`src/rtl/vtag_cam_pkg.sv`:
```
package vtag_cam_pkg;

    localparam int CMD_W = 16;

    // Opcode fields of the command word
    localparam logic [3:0] HI_NIBBLE   = 4'h0;
    localparam logic [2:0] TAGSET_CODE = 3'b100;
    localparam logic [7:0] CMP_CODE    = 8'h05;

    // Target selectors for the tag-setting command
    localparam logic [2:0] TGT_AR  = 3'b000;
    localparam logic [2:0] TGT_ABS = 3'b001;
    localparam logic [2:0] TGT_HIT = 3'b010;

    typedef enum logic [1:0] {
        TAG_EMPTY = 2'b00,
        TAG_VALID = 2'b01,
        TAG_SKIP  = 2'b10,
        TAG_RAND  = 2'b11
    } tag_e;

    typedef enum logic [2:0] {
        OP_NONE,
        OP_TAG_AR,
        OP_TAG_HIT,
        OP_ARM_ABS,
        OP_CMP
    } op_e;

    typedef struct packed {
        op_e  op;
        tag_e tag;
    } dec_t;

    function automatic dec_t decode_word(input logic [CMD_W-1:0] w);
        dec_t d;
        d.op  = OP_NONE;
        d.tag = tag_e'(w[1:0]);
        if (w[15:12] == HI_NIBBLE && w[10:8] == TAGSET_CODE &&
            w[7:6] == 2'b00 && !w[2]) begin
            if (!w[11] && w[5:3] == TGT_AR)
                d.op = OP_TAG_AR;
            else if (!w[11] && w[5:3] == TGT_HIT)
                d.op = OP_TAG_HIT;
            else if (w[11] && w[5:3] == TGT_ABS)
                d.op = OP_ARM_ABS;
        end else if (w[15:8] == CMP_CODE && w[7:2] == 6'd0) begin
            d.op = OP_CMP;
        end
        return d;
    endfunction

endpackage

```
`src/rtl/vtag_cam_ctrl.sv`:
```
module vtag_cam_ctrl
    import vtag_cam_pkg::*;
#(
    parameter int AW = 4
) (
    input  logic             clk,
    input  logic             rst,
    input  logic             cmd_valid,
    input  logic [CMD_W-1:0] cmd_word,
    input  logic             step_down,
    input  logic             match_flag,
    input  logic [AW-1:0]    match_addr,
    output logic             tag_we,
    output logic [AW-1:0]    tag_waddr,
    output tag_e             tag_wval,
    output logic             cmp_go,
    output tag_e             cmp_tag,
    output logic [AW-1:0]    addr_reg,
    output logic             addr_pending
);

    dec_t          dec;
    logic          pend_q;
    tag_e          pend_tag_q;
    logic [AW-1:0] ar_q;
    logic [AW-1:0] ar_base;
    logic [AW-1:0] ar_next;
    logic          ar_step;
    logic          pend_set;

    assign dec = decode_word(cmd_word);

    always_comb begin
        tag_we    = 1'b0;
        tag_waddr = ar_q;
        tag_wval  = dec.tag;
        cmp_go    = 1'b0;
        cmp_tag   = dec.tag;
        ar_step   = 1'b0;
        ar_base   = ar_q;
        pend_set  = 1'b0;
        if (cmd_valid) begin
            if (pend_q) begin
                // second cycle of the absolute form: word carries address
                tag_we    = 1'b1;
                tag_waddr = cmd_word[AW-1:0];
                tag_wval  = pend_tag_q;
                ar_base   = cmd_word[AW-1:0];
                ar_step   = 1'b1;
            end else begin
                case (dec.op)
                    OP_TAG_AR: begin
                        tag_we  = 1'b1;
                        ar_step = 1'b1;
                    end
                    OP_TAG_HIT: begin
                        tag_we    = match_flag;
                        tag_waddr = match_addr;
                    end
                    OP_ARM_ABS: pend_set = 1'b1;
                    OP_CMP:     cmp_go   = 1'b1;
                    default: ;
                endcase
            end
        end
    end

    // DEPTH is a power of two, so natural wrap gives modulo stepping
    assign ar_next = step_down ? (ar_base - AW'(1)) : (ar_base + AW'(1));

    always_ff @(posedge clk) begin
        if (rst) begin
            ar_q       <= '0;
            pend_q     <= 1'b0;
            pend_tag_q <= TAG_EMPTY;
        end else begin
            if (ar_step)
                ar_q <= ar_next;
            if (cmd_valid) begin
                if (pend_q) begin
                    pend_q <= 1'b0;
                end else if (pend_set) begin
                    pend_q     <= 1'b1;
                    pend_tag_q <= dec.tag;
                end
            end
        end
    end

    assign addr_reg     = ar_q;
    assign addr_pending = pend_q;

endmodule

```
`src/rtl/vtag_cam_array.sv`:
```
module vtag_cam_array
    import vtag_cam_pkg::*;
#(
    parameter int DEPTH = 16,
    parameter int WIDTH = 64,
    parameter int AW    = 4
) (
    input  logic             clk,
    input  logic             rst,
    input  logic             wr_en,
    input  logic [AW-1:0]    wr_addr,
    input  logic [WIDTH-1:0] wr_data,
    input  logic             ld_comparand,
    input  logic             ld_mask,
    input  logic             mask_en,
    input  logic             tag_we,
    input  logic [AW-1:0]    tag_waddr,
    input  tag_e             tag_wval,
    input  tag_e             cmp_tag,
    output logic [DEPTH-1:0] hit_vec
);

    logic [WIDTH-1:0] comparand_q;
    logic [WIDTH-1:0] mask_q;
    logic [WIDTH-1:0] care;
    logic             tag_only;

    always_ff @(posedge clk) begin
        if (rst) begin
            comparand_q <= '0;
            mask_q      <= '0;
        end else begin
            if (ld_comparand)
                comparand_q <= wr_data;
            if (ld_mask)
                mask_q <= wr_data;
        end
    end

    // a mask bit of 1 removes that data bit from the compare
    assign care     = mask_en ? ~mask_q : '1;
    assign tag_only = (cmp_tag == TAG_EMPTY);

    for (genvar i = 0; i < DEPTH; i++) begin : g_entry
        tag_e             tag_q;
        logic [WIDTH-1:0] data_q;

        always_ff @(posedge clk) begin
            if (rst) begin
                tag_q  <= TAG_EMPTY;
                data_q <= '0;
            end else begin
                if (tag_we && tag_waddr == AW'(i))
                    tag_q <= tag_wval;
                if (wr_en && wr_addr == AW'(i))
                    data_q <= wr_data;
            end
        end

        assign hit_vec[i] = (tag_q == cmp_tag) &&
                            (tag_only || (((data_q ^ comparand_q) & care) == '0));
    end

endmodule

```
`src/rtl/vtag_cam_prio.sv`:
```
module vtag_cam_prio #(
    parameter int DEPTH = 16,
    parameter int AW    = 4
) (
    input  logic [DEPTH-1:0] vec,
    output logic             any,
    output logic [AW-1:0]    idx
);

    always_comb begin
        any = |vec;
        idx = '0;
        for (int i = DEPTH - 1; i >= 0; i--) begin
            if (vec[i])
                idx = AW'(i);
        end
    end

endmodule

```
`src/rtl/vtag_cam.sv`:
```
module vtag_cam
    import vtag_cam_pkg::*;
#(
    parameter int DEPTH = 16,
    parameter int WIDTH = 64,
    localparam int ADDR_W = $clog2(DEPTH)
) (
    input  logic              clk,
    input  logic              rst,
    input  logic              cmd_valid,
    input  logic [15:0]       cmd_word,
    input  logic              step_down,
    input  logic              mask_en,
    input  logic              wr_en,
    input  logic [ADDR_W-1:0] wr_addr,
    input  logic [WIDTH-1:0]  wr_data,
    input  logic              ld_comparand,
    input  logic              ld_mask,
    output logic              match_flag,
    output logic [ADDR_W-1:0] match_addr,
    output logic [ADDR_W-1:0] addr_reg,
    output logic              addr_pending
);

    logic              tag_we;
    logic [ADDR_W-1:0] tag_waddr;
    tag_e              tag_wval;
    logic              cmp_go;
    tag_e              cmp_tag;
    logic [DEPTH-1:0]  hit_vec;
    logic              hit_any;
    logic [ADDR_W-1:0] hit_idx;

    vtag_cam_ctrl #(.AW(ADDR_W)) u_ctrl (
        .clk          (clk),
        .rst          (rst),
        .cmd_valid    (cmd_valid),
        .cmd_word     (cmd_word),
        .step_down    (step_down),
        .match_flag   (match_flag),
        .match_addr   (match_addr),
        .tag_we       (tag_we),
        .tag_waddr    (tag_waddr),
        .tag_wval     (tag_wval),
        .cmp_go       (cmp_go),
        .cmp_tag      (cmp_tag),
        .addr_reg     (addr_reg),
        .addr_pending (addr_pending)
    );

    vtag_cam_array #(.DEPTH(DEPTH), .WIDTH(WIDTH), .AW(ADDR_W)) u_array (
        .clk          (clk),
        .rst          (rst),
        .wr_en        (wr_en),
        .wr_addr      (wr_addr),
        .wr_data      (wr_data),
        .ld_comparand (ld_comparand),
        .ld_mask      (ld_mask),
        .mask_en      (mask_en),
        .tag_we       (tag_we),
        .tag_waddr    (tag_waddr),
        .tag_wval     (tag_wval),
        .cmp_tag      (cmp_tag),
        .hit_vec      (hit_vec)
    );

    vtag_cam_prio #(.DEPTH(DEPTH), .AW(ADDR_W)) u_prio (
        .vec (hit_vec),
        .any (hit_any),
        .idx (hit_idx)
    );

    always_ff @(posedge clk) begin
        if (rst) begin
            match_flag <= 1'b0;
            match_addr <= '0;
        end else if (cmp_go) begin
            match_flag <= hit_any;
            match_addr <= hit_idx;
        end
    end

endmodule

```
`config.mk`:
```
export PLATFORM = sky130hd
export DESIGN_NAME = vtag_cam
export DESIGN_NICKNAME = d
export VERILOG_FILES = /design/src/rtl/vtag_cam_pkg.sv /design/src/rtl/vtag_cam_ctrl.sv /design/src/rtl/vtag_cam_array.sv /design/src/rtl/vtag_cam_prio.sv /design/src/rtl/vtag_cam.sv
export SDC_FILE = /design/constraint.sdc
export NUM_CORES = 2
export LEC_CHECK = 0
export ABC_CLOCK_PERIOD_IN_PS = 3000
export CAP_MARGIN = 20
export CORE_ASPECT_RATIO = 0.9
export CORE_UTILIZATION = 63
export CTS_CLUSTER_DIAMETER = 40
export DETAILED_ROUTE_END_ITERATION = 10
export PLACE_DENSITY_LB_ADDON = 0.2
export SYNTH_ARGS = -nofsm -noshare
export SYNTH_HDL_FRONTEND = slang
export SYNTH_SLANG_ARGS = --single-unit
```
`constraint.sdc`:
```
create_clock -name clk -period 3 [get_ports clk]
set_input_delay 0.6 -clock clk [delete_from_list [all_inputs] [get_ports clk]]
set_output_delay 0.6 -clock clk [all_outputs]
set_load 0.005 [all_outputs]
```
==> impl_metrics.yaml <==
yosys:
  netlist_area_um2: 57390
  synth_area_leader_cell: "dfxtp_1"
  yosysTopAreaCellShare: 0.4172
  ys_seq_area_frac: 0.4172
  syn_avg_cell_area_um2: 7.800
  syn_inst: 7358
  syn-num-nets: 7453
  synth_flop_cell: "dfxtp_1"
  ys_ff_latch: 1196
  ys_warn_count: 0
  synth-edff-count: 0
  synthTopCellsByArea: "dfxtp_1 42%, xnor2_1 16%, nand2_1 14%"
  synth_cell_type_count: 59
  async_flop_share: 0
layout:
  final_cell_area_um2: 69870
  regMostFlops: "u_array.g_entry.data_q"
  layout_commonest_cell: "nand2_1"
  nNetsFinal: 7662
  fillers: 5957
  largest_register_ffs: 1024
  area_growth_pct: 21.75
  drive_gt1_frac: 0.1473
  layout_common_cells: "2075 x nand2_1, 1175 x dfxtp_1, 1040 x a21oi_1"
  fin_cells: 8860
  reg.largest.list: "u_array.g_entry.data_q: 1024 flops, u_array.comparand_q: 64 flops, u_array.mask_q: 64 flops"
timing:
  hold_slack_ps: 216.8
  fin_crit_ps: 3122
  fmax_mhz: 320.3
  maxSlewViolCount: 0
  setup_ws_ps: -122.4
  setup_viol: 3
  finalCritPeriodShare: 1.041
  maxSlewHeadroom: 0.2677
  hold_viol_final: 0
  worst_pin_slew_ps: 1095
  rsz0062_at_grt: "true"
  skew_ps: 36.92
clock_network:
  cts_tree: "yes"
  cts_made_buffers: 147
  ctsRootBufferMaster: "clkbuf_16"
  cts_max_path_buffers: 3
  numClockSinks: 1196
  clk_latency_ps: 760
  clk_pin_slew_worst_paths_ps: 60
  cts_hold_buf: 0
  h-tree-depth: 4
worst_setup_path:
  r2r_slack_ps: -100
  critPathLaunch: "mask_en"
  r2r_end: "match_addr[1]"
  end_kind: "flip-flop"
  crit_type: "primary input to flip-flop"
  endpoint: "match_addr[1]"
  cp-start-kind: "primary input"
  critPathMaxFanout: 10
  critPathArrivalTime_ps: 3770
  r2r_cells: 13
  worstReg2RegStart: "u_array.comparand_q[51]"
  critPathRequiredTime_ps: 3650
floorplanning:
  io-pin-count: 102
  die-area_um2: 92310
  rows: 104
  design.core.area_um2: 89790
  die_x_um: 320.1
  initial_core_util: 0.6392
  die_y_um: 288.3
power_and_ir_drop:
  leakage_uw: 0.02290
  intPower_uw: 29630
  power.switching_uw: 11210
  p_per_area_nw_per_um2: 584.6
  comb_power_share: 0.145
  switching_share: 0.2746
  ir_worst_vdd_mv: 0.5257
  seq_power_share: 0.401
  p_clk_frac: 0.454
global_route:
  grt_max_degree: 107
  grt_usage: 0.4893
  grt_first_pass_wirelength_mm: 337.6
  first_global_vias: 53290
  grt-ovfl-total: 0
  antenna_found_initial: 19
route:
  vias: 57500
  drtIter0Drc: 8242
  drt-vias-per-instance: 6.490
  first_pass_iters: 7
  drc_errors: 0
  drtAntennaViolNets: 0
  routed_wl_mm: 237.8
  wl_per_cell_um: 26.84
placement:
  io_buffers: 101
  place_area_um2: 63690
  dpl.cell_count: 8551
  place_hpwl_mm: 158.2
  gp_congestion: 1.040
min_path:
  hp-start: "ld_mask"
  worstHoldPathType: "primary input to flip-flop"
job:
  cap_violations: 0
outcome:
  violations: "negative setup slack"
  status: "finished with violations"
worst min path at each step:
stage	endpoint	slack (ps)	cells after the start
2_1_floorplan	u_array.g_entry[0].data_q[62]	450	2
3_3_place_gp	u_array.g_entry[4].data_q[33]	450	2
3_5_place_dp	u_array.g_entry[9].data_q[38]	460	2
4_1_cts	u_array.mask_q[22]	200	3
5_1_grt	u_array.mask_q[47]	230	3
6_report	u_array.mask_q[22]	220	3
critical path: stages:
cell      delay (ps)
clkbuf_4         160
buf_12           140
buf_12           170
and2_4           210
buf_4            200
o22ai_1          160
nor4_4           400
buf_4            220
nand4_1          370
o21ai_2          290
buf_4            140
and3_1           190
o311ai_1         120
a31oi_1          150
o211a_1          170
o31ai_2           60
synthesized netlist by cell type, drive strengths merged, types with 3 or more instances:
master,number
nor3,16
a31oi,3
mux2i,156
nor2,192
a21oi,1040
nand2,2088
nor4,132
o22ai,513
clkbuf,473
and3,4
nor2b,6
nand4,36
mux2,5
xor2,6
o21a,3
and2,66
dfxtp,1196
xnor2,1052
inv,5
nand3,17
nand2b,9
or2,4
o21ai,24
a2bb2oi,3
buf,280
layer usage:
metal | up-vias | track usage | routed length (µm)
li1 | 24770 | - | -
met1 | 27140 | 0.6110 | 85720
met2 | 4458 | 0.7367 | 101100
met3 | 1124 | 0.1327 | 31510
met4 | 18 | 0.3394 | 19360
met5 | - | 0.008081 | 109
cells by family (layout without fill, tap and decap cells):
family	count (synthesis)	in the layout	synth area share
mux	161	161	0.02819
other cells	0	10	0
fa+ha+maj	3	3	0.0007848
compound gates	1603	1603	0.1527
flops	1196	1196	0.4172
simple gates	2579	2579	0.1827
buf+inv	758	1084	0.05688
xor+xnor	1058	1058	0.1615
per-stage QoR:
| step | util | setup TNS [ps] | total power [µW] | worst slack (ps) |
|---|---|---|---|---|
| finish | 0.7782 | -351.0 | 40850 | -122.4 |
| detailed placement | 0.7094 | -15790 | 22120 | -1147 |
| global route | 0.7780 | -427.0 | 41580 | -188.9 |
| CTS | 0.7690 | 0 | 40320 | 0.3528 |
| floorplan | - | 0 | 19570 | 315.3 |
| global placement | 0.7094 | -11490 | 22070 | -1148 |
timing repair:
item / in CTS / in global routing
endpoints found under the setup margin: 5 / 5
cloned: 1 / 1
buffers inserted: 1 / 31
gates resized for setup: 54 / 108
pin swaps: 13 / 45
cell type report:
| cell class | instances | area, µm² | area share |
|---|---|---|---|
| diodes | 10 | 25.02 | 0.0003582 |
| clock buffers | 184 | 4113 | 0.05886 |
| clock inverters | 82 | 982.2 | 0.01406 |
| inverters | 5 | 18.77 | 0.0002686 |
| multi-input cells | 5404 | 30930 | 0.4426 |
| flip-flops and latches | 1196 | 23970 | 0.3431 |
| well taps | 1166 | 1459 | 0.02088 |
| repair buffers | 813 | 8369 | 0.1198 |
power groups by stage:
stage | clock, µW | combinational [µW] | sequential, µW
floorplan | 0 | 2940 | 16600
global placement | 0 | 5370 | 16700
detailed placement | 0 | 5410 | 16700
CTS | 18400 | 5520 | 16400
global route | 19200 | 6020 | 16400
finish | 18500 | 5910 | 16400
Power figures use the tool's default switching activity.
